**config.mk**
```make
export PLATFORM = sky130hd
export DESIGN_NAME = cfg_readback_seq
export DESIGN_NICKNAME = d
export VERILOG_FILES = /design/src/rtl/cfg_readback_seq.sv
export SDC_FILE = /design/constraint.sdc
export NUM_CORES = 1
export LEC_CHECK = 0
export BUFFER_PORTS_ARGS = -buffer_cell sky130_fd_sc_hd__buf_2
export CAP_MARGIN = 10
export CELL_PAD_IN_SITES_DETAIL_PLACEMENT = 0
export CELL_PAD_IN_SITES_GLOBAL_PLACEMENT = 2
export CORE_UTILIZATION = 39
export DETAILED_ROUTE_END_ITERATION = 10
export PLACE_DENSITY = 0.74
export SETUP_SLACK_MARGIN = 0.05
export SLEW_MARGIN = 20
export SYNTH_ARGS = -nofsm -noshare
export SYNTH_HDL_FRONTEND = slang
export SYNTH_SLANG_ARGS = --single-unit
```
**constraint.sdc**
```tcl
create_clock -name clk -period 5 [get_ports clk]
set_clock_uncertainty 0.1 [all_clocks]
set_input_delay 0.25 -clock clk [delete_from_list [all_inputs] [get_ports clk]]
set_output_delay 0.25 -clock clk [all_outputs]
set_load 0.01 [all_outputs]
```
**src/rtl/cfg_readback_seq.sv**
```systemverilog
module cfg_readback_seq #(
  parameter int          FCW         = 8,
  parameter int          FRAME_WORDS = 41,
  parameter int          DEPTH       = 8,
  parameter logic [31:0] SYNC_W      = 32'hAA99_5566,
  parameter logic [31:0] NOP_W       = 32'h2000_0000,
  parameter logic [31:0] RCFG_W      = 32'h0000_0004,
  parameter logic [31:0] START_FA    = 32'h0000_0000,
  parameter logic [31:0] RDHDR_W     = 32'h4800_0000,
  parameter logic [31:0] DESYNC_W    = 32'h0000_000D
) (
  input  logic           clk,
  input  logic           rst,
  input  logic           start,
  input  logic [FCW-1:0] frames,
  output logic           busy,
  output logic           done,
  output logic           port_en,
  output logic           port_rd,
  output logic [31:0]    port_wdata,
  input  logic [31:0]    port_rdata,
  input  logic           port_rvalid,
  output logic [31:0]    out_data,
  output logic           out_valid,
  input  logic           out_ready
);

  localparam int NMAX = FRAME_WORDS * (2 ** FCW) + 1;
  localparam int CW   = $clog2(NMAX + 1);
  localparam int AW   = $clog2(DEPTH);

  typedef enum logic [2:0] {S_IDLE, S_PRE, S_RD, S_TOWR, S_POST, S_DRAIN} st_t;

  st_t            st;
  logic [2:0]     idx;
  logic [CW-1:0]  nread, left;
  logic [AW:0]    fill, infl;
  logic [AW-1:0]  wp, rp;
  logic [31:0]    mem [DEPTH];

  wire issue = port_en & port_rd;
  wire push  = port_rvalid & (st == S_RD);
  wire pop   = out_valid & out_ready;

  assign busy      = (st != S_IDLE);
  assign out_valid = (fill != '0);
  assign out_data  = mem[rp];

  logic [CW-1:0] left_nx;
  logic [AW:0]   infl_nx;
  logic [AW+1:0] occ;
  logic          en_nx;

  assign left_nx = left - CW'(issue);
  assign infl_nx = infl + (AW+1)'(issue) - (AW+1)'(push);
  assign occ     = (AW+2)'(fill) + (AW+2)'(infl) + (AW+2)'(issue);
  assign en_nx   = (left_nx != '0) && (occ < (AW+2)'(DEPTH));

  function automatic logic [31:0] pre_word(input logic [2:0] i, input logic [CW-1:0] n);
    case (i)
      3'd0:    return SYNC_W;
      3'd1:    return NOP_W;
      3'd2:    return RCFG_W;
      3'd3:    return NOP_W;
      3'd4:    return START_FA;
      default: return RDHDR_W | 32'(n);
    endcase
  endfunction

  always_ff @(posedge clk) begin
    if (push) mem[wp] <= port_rdata;
  end

  always_ff @(posedge clk) begin
    if (rst) begin
      st <= S_IDLE; idx <= '0; nread <= '0; left <= '0;
      infl <= '0; fill <= '0; wp <= '0; rp <= '0;
      port_en <= 1'b0; port_rd <= 1'b0; port_wdata <= '0; done <= 1'b0;
    end else begin
      done <= 1'b0;
      fill <= fill + (AW+1)'(push) - (AW+1)'(pop);
      if (push) wp <= wp + 1'b1;
      if (pop)  rp <= rp + 1'b1;
      case (st)
        S_IDLE: if (start) begin
          nread      <= CW'(FRAME_WORDS) * (CW'(frames) + CW'(1)) + CW'(1);
          idx        <= '0;
          port_en    <= 1'b1;
          port_rd    <= 1'b0;
          port_wdata <= SYNC_W;
          st         <= S_PRE;
        end
        S_PRE: if (idx == 3'd5) begin
          port_en <= 1'b0;
          port_rd <= 1'b1;
          left    <= nread;
          infl    <= '0;
          st      <= S_RD;
        end else begin
          idx        <= idx + 1'b1;
          port_wdata <= pre_word(idx + 1'b1, nread);
        end
        S_RD: begin
          left    <= left_nx;
          infl    <= infl_nx;
          port_en <= en_nx;
          if (left_nx == '0 && infl_nx == '0) begin
            port_en <= 1'b0;
            port_rd <= 1'b0;
            st      <= S_TOWR;
          end
        end
        S_TOWR: begin
          port_en    <= 1'b1;
          port_wdata <= NOP_W;
          idx        <= '0;
          st         <= S_POST;
        end
        S_POST: if (idx == 3'd0) begin
          port_wdata <= DESYNC_W;
          idx        <= 3'd1;
        end else begin
          port_en <= 1'b0;
          st      <= S_DRAIN;
        end
        S_DRAIN: if (fill == '0) begin
          done <= 1'b1;
          st   <= S_IDLE;
        end
        default: st <= S_IDLE;
      endcase
    end
  end

endmodule


```
==> metrics.txt <==
pre-CTS WS between 1 and 1.5 ns; count of clock tree sinks 328; area growth from synthesis to layout 17.6%; routability cong. 0.760; cts hold-fix bufs 34; Die X around 200 um; Mapped Area 0.0144 mm2; Non-Filler Instances around 1600; Switching Share 0.275; Final period util 0.781; critical-path maximum fanout 9; RSZ-0062 raised after global routing false; critical path type in -> reg; Bufs on Longest Clock Path 3; placed cell count approximately 1500; Sw Pwr 2.02 mW; Worst EP required 5.33 ns; Final Max Slew Viols 0; Hold Violations, Final 0; Pwr Density about 430 mW/mm2; simple-gate share of the synthesized area 0.0734; GR Overflow Total 0; top_reg_cell synth edfxtp_1; Die H between 150 and 200 um; outcome completed; Internal Pwr Total about 5.3 mW; CTS tree done; XOR/XNOR Fraction of Synth Area 0.0170; DRC violation count after routing 0; total CTS buffers 37; root buf cell clkbuf_16; Overall Power ~7.4 mW; Lkg Pwr 5.96 nW; drt first-iter violations approximately 500; # Post-CTS Setup Buffers 0; final net count 1227; wire per inst ~19 um; largest cells by area after synthesis edfxtp_1, dfxtp_1, mux4_2; Worst Slack Setup Final approximately 1.1 ns; endpoints failing setup 0; final WL a little over 30000 um; max_slew headroom 0.301; largest family of logic cells by synthesized area multiplexers; Vias/cell slightly above 5; synth unique cells 64; Yosys warnings 0; Compound-Gate Fraction of Synth Area 0.0658; Peak VDD IR approximately 0.28 mV; clock power share 0.351; total of flip-flops plus latches after synthesis 328; DRT antenna net count 0; Yosys top cell by area edfxtp_1; Reg clk slew, reported paths roughly 0.06 ns; fin crit period 3.91 ns; HPWL Detailed around 19000 um; Post-Synth Adder-Cell Area 0.0547; Cell Rows 70; top-level I/O count 114; Synth async-reset ratio 0; # resized after CTS 0; clk_lat worst skew 0.54 ns; Post-synth EDFFs between 200 and 300; share of the synthesized area in the top cell type 0.533; vias in the first global route ~8600; final setup TNS 0 ns; first-pass GRT wire length a little under 50000 um; core footprint 0.0365 mm2; fmax 256 MHz; number of diodes 0; worst slew pin tran roughly 1.0 ns; Post-Route Utilization 0.464; Critical Path End Type flop; Hold Crit Class in -> reg; mux cell area share after synthesis 0.126; htree depth 2; Flop pwr share 0.439; # port buffers about 110; Syn Area/Cell approximately 15 um2; most common cell after layout, fill and taps aside edfxtp_1; Seq/Total Area, Yosys 0.633; critical path arrival roughly 4.2 ns; 1st-pass router iterations 5; commonest non-fill, non-tap cells in the layout edfxtp_1, buf_2, dfxtp_1; Initial Util 0.395; antenna violations before repair 0; layout cells sized above 1 0.246; Max Cap Viol 0; DIE AREA between 0.03 and 0.04 mm2; largest net degree at the start of global routing 41; Logic pwr share 0.210; Total GRT Usage 0.167; DR vias around 8400; Cells after Synth between 900 and 1000; Startpoint Class primary input
metrics by stage:
step | hold WS [ns] | cell area, um2
floorplan | 0.249 | 14400
finish | 0.0921 | 16900
global route | 0.120 | 16900
detailed placement | 0.345 | 15400
global placement | 0.341 | 15400
CTS | 0.0728 | 16900
path summary, 6_finish.rpt:
| check | slack [ns] | depth (start not counted) | end | from |
|---|---|---|---|---|
| worst max-delay path | 1.09 | 17 | nread[13] | frames[0] |
| worst min-delay path | 0.09 | 2 | port_wdata[3] | rst |
| worst max register to register | 1.53 | 13 | port_rd | st[0] |
| worst min register to register | 0.35 | 2 | port_wdata[30] | port_wdata[30] |
cells in the mapped netlist (2+ instances only):
master / number
buf_2: 10
buf_4: 14
mux4_2: 64
a2111o_1: 2
dfxtp_1: 72
a211oi_1: 5
edfxtp_1: 256
xnor2_1: 15
a21oi_1: 56
o22ai_1: 3
nand2_1: 58
clkbuf_1: 34
or3_1: 4
o21ai_1: 13
and3_1: 4
and2_1: 4
a22oi_1: 9
a41o_1: 2
mux2_2: 32
a31oi_1: 11
a21o_1: 4
inv_1: 37
a221oi_1: 2
ha_1: 55
buf_1: 2
a22o_1: 4
xor2_1: 13
o22a_1: 2
a31o_1: 2
o31ai_1: 8
nor4_1: 3
nand2b_1: 10
fa_1: 5
or4_1: 4
o21ai_0: 11
nor2_1: 65
nor2b_1: 7
nor4b_1: 4
nor3b_1: 2
nand3_1: 23
o21a_1: 4
nor3_1: 17
o211ai_1: 7
power groups by stage:
stage / combinational (mW) / sequential, mW / clock, mW
after global routing: 1.72 / 3.26 / 2.75
after global placement: 1.54 / 3.30 / 0
after CTS: 1.57 / 3.24 / 2.66
after floorplan: 1.24 / 3.15 / 0
after detailed placement: 1.54 / 3.30 / 0
final: 1.54 / 3.23 / 2.58
metal layers:
layer / wire [um] / track usage / vias up
met1: 14400 / 0.221 / 4210
met5: 0 / 0 / -
met4: 538 / 0.0558 / 0
met3: 1050 / 0.0261 / 32
met2: 15200 / 0.282 / 130
li1: - / - / 4029
cells by family (layout without fill, tap and decap cells):
logic type                 count (synthesis)  after routing
DFF                                      328            328
and+or+nand+nor                          217            217
AOI/OAI and AO/OA                        151            151
buffers and inverters                     98            261
muxes                                     97             97
adders and majority gates                 60             60
xor gates and xnor gates                  28             28
other                                      1              8
critical path, cell delays in order:
cell and delay (ns):
dlygate4sd3_1 0.52, buf_2 0.20, ha_1 0.23, nand3_1 0.10, xnor2_1 0.31, ha_1 0.29
inv_1 0.08, fa_1 0.41, inv_1 0.07, ha_1 0.23, ha_1 0.39, o21a_1 0.15
o21a_1 0.14, o211ai_1 0.10, nor4_1 0.36, nor4b_1 0.11, a311o_1 0.32
registers in the layout (all words and copies together) (netlist names), 3 cells and up, named ones only:
signal      flops
wp              3
nread          14
mem           256
infl            4
rp              3
fill            4
port_wdata     18
st              3
idx             3
left           14
layout make-up:
| type | count | area [um2] |
|---|---|---|
| Sequential cell | 328 | 9140 |
| Clock inverter | 22 | 174 |
| Clock buffer | 45 | 987 |
| Timing Repair Buffer | 156 | 993 |
| Inverter | 38 | 143 |
| Tap cell | 468 | 586 |
| Fill cell | 3252 | 19600 |
| Multi-Input combinational cell | 561 | 4930 |
No activity file was read; power rests on OpenSTA's default activity.
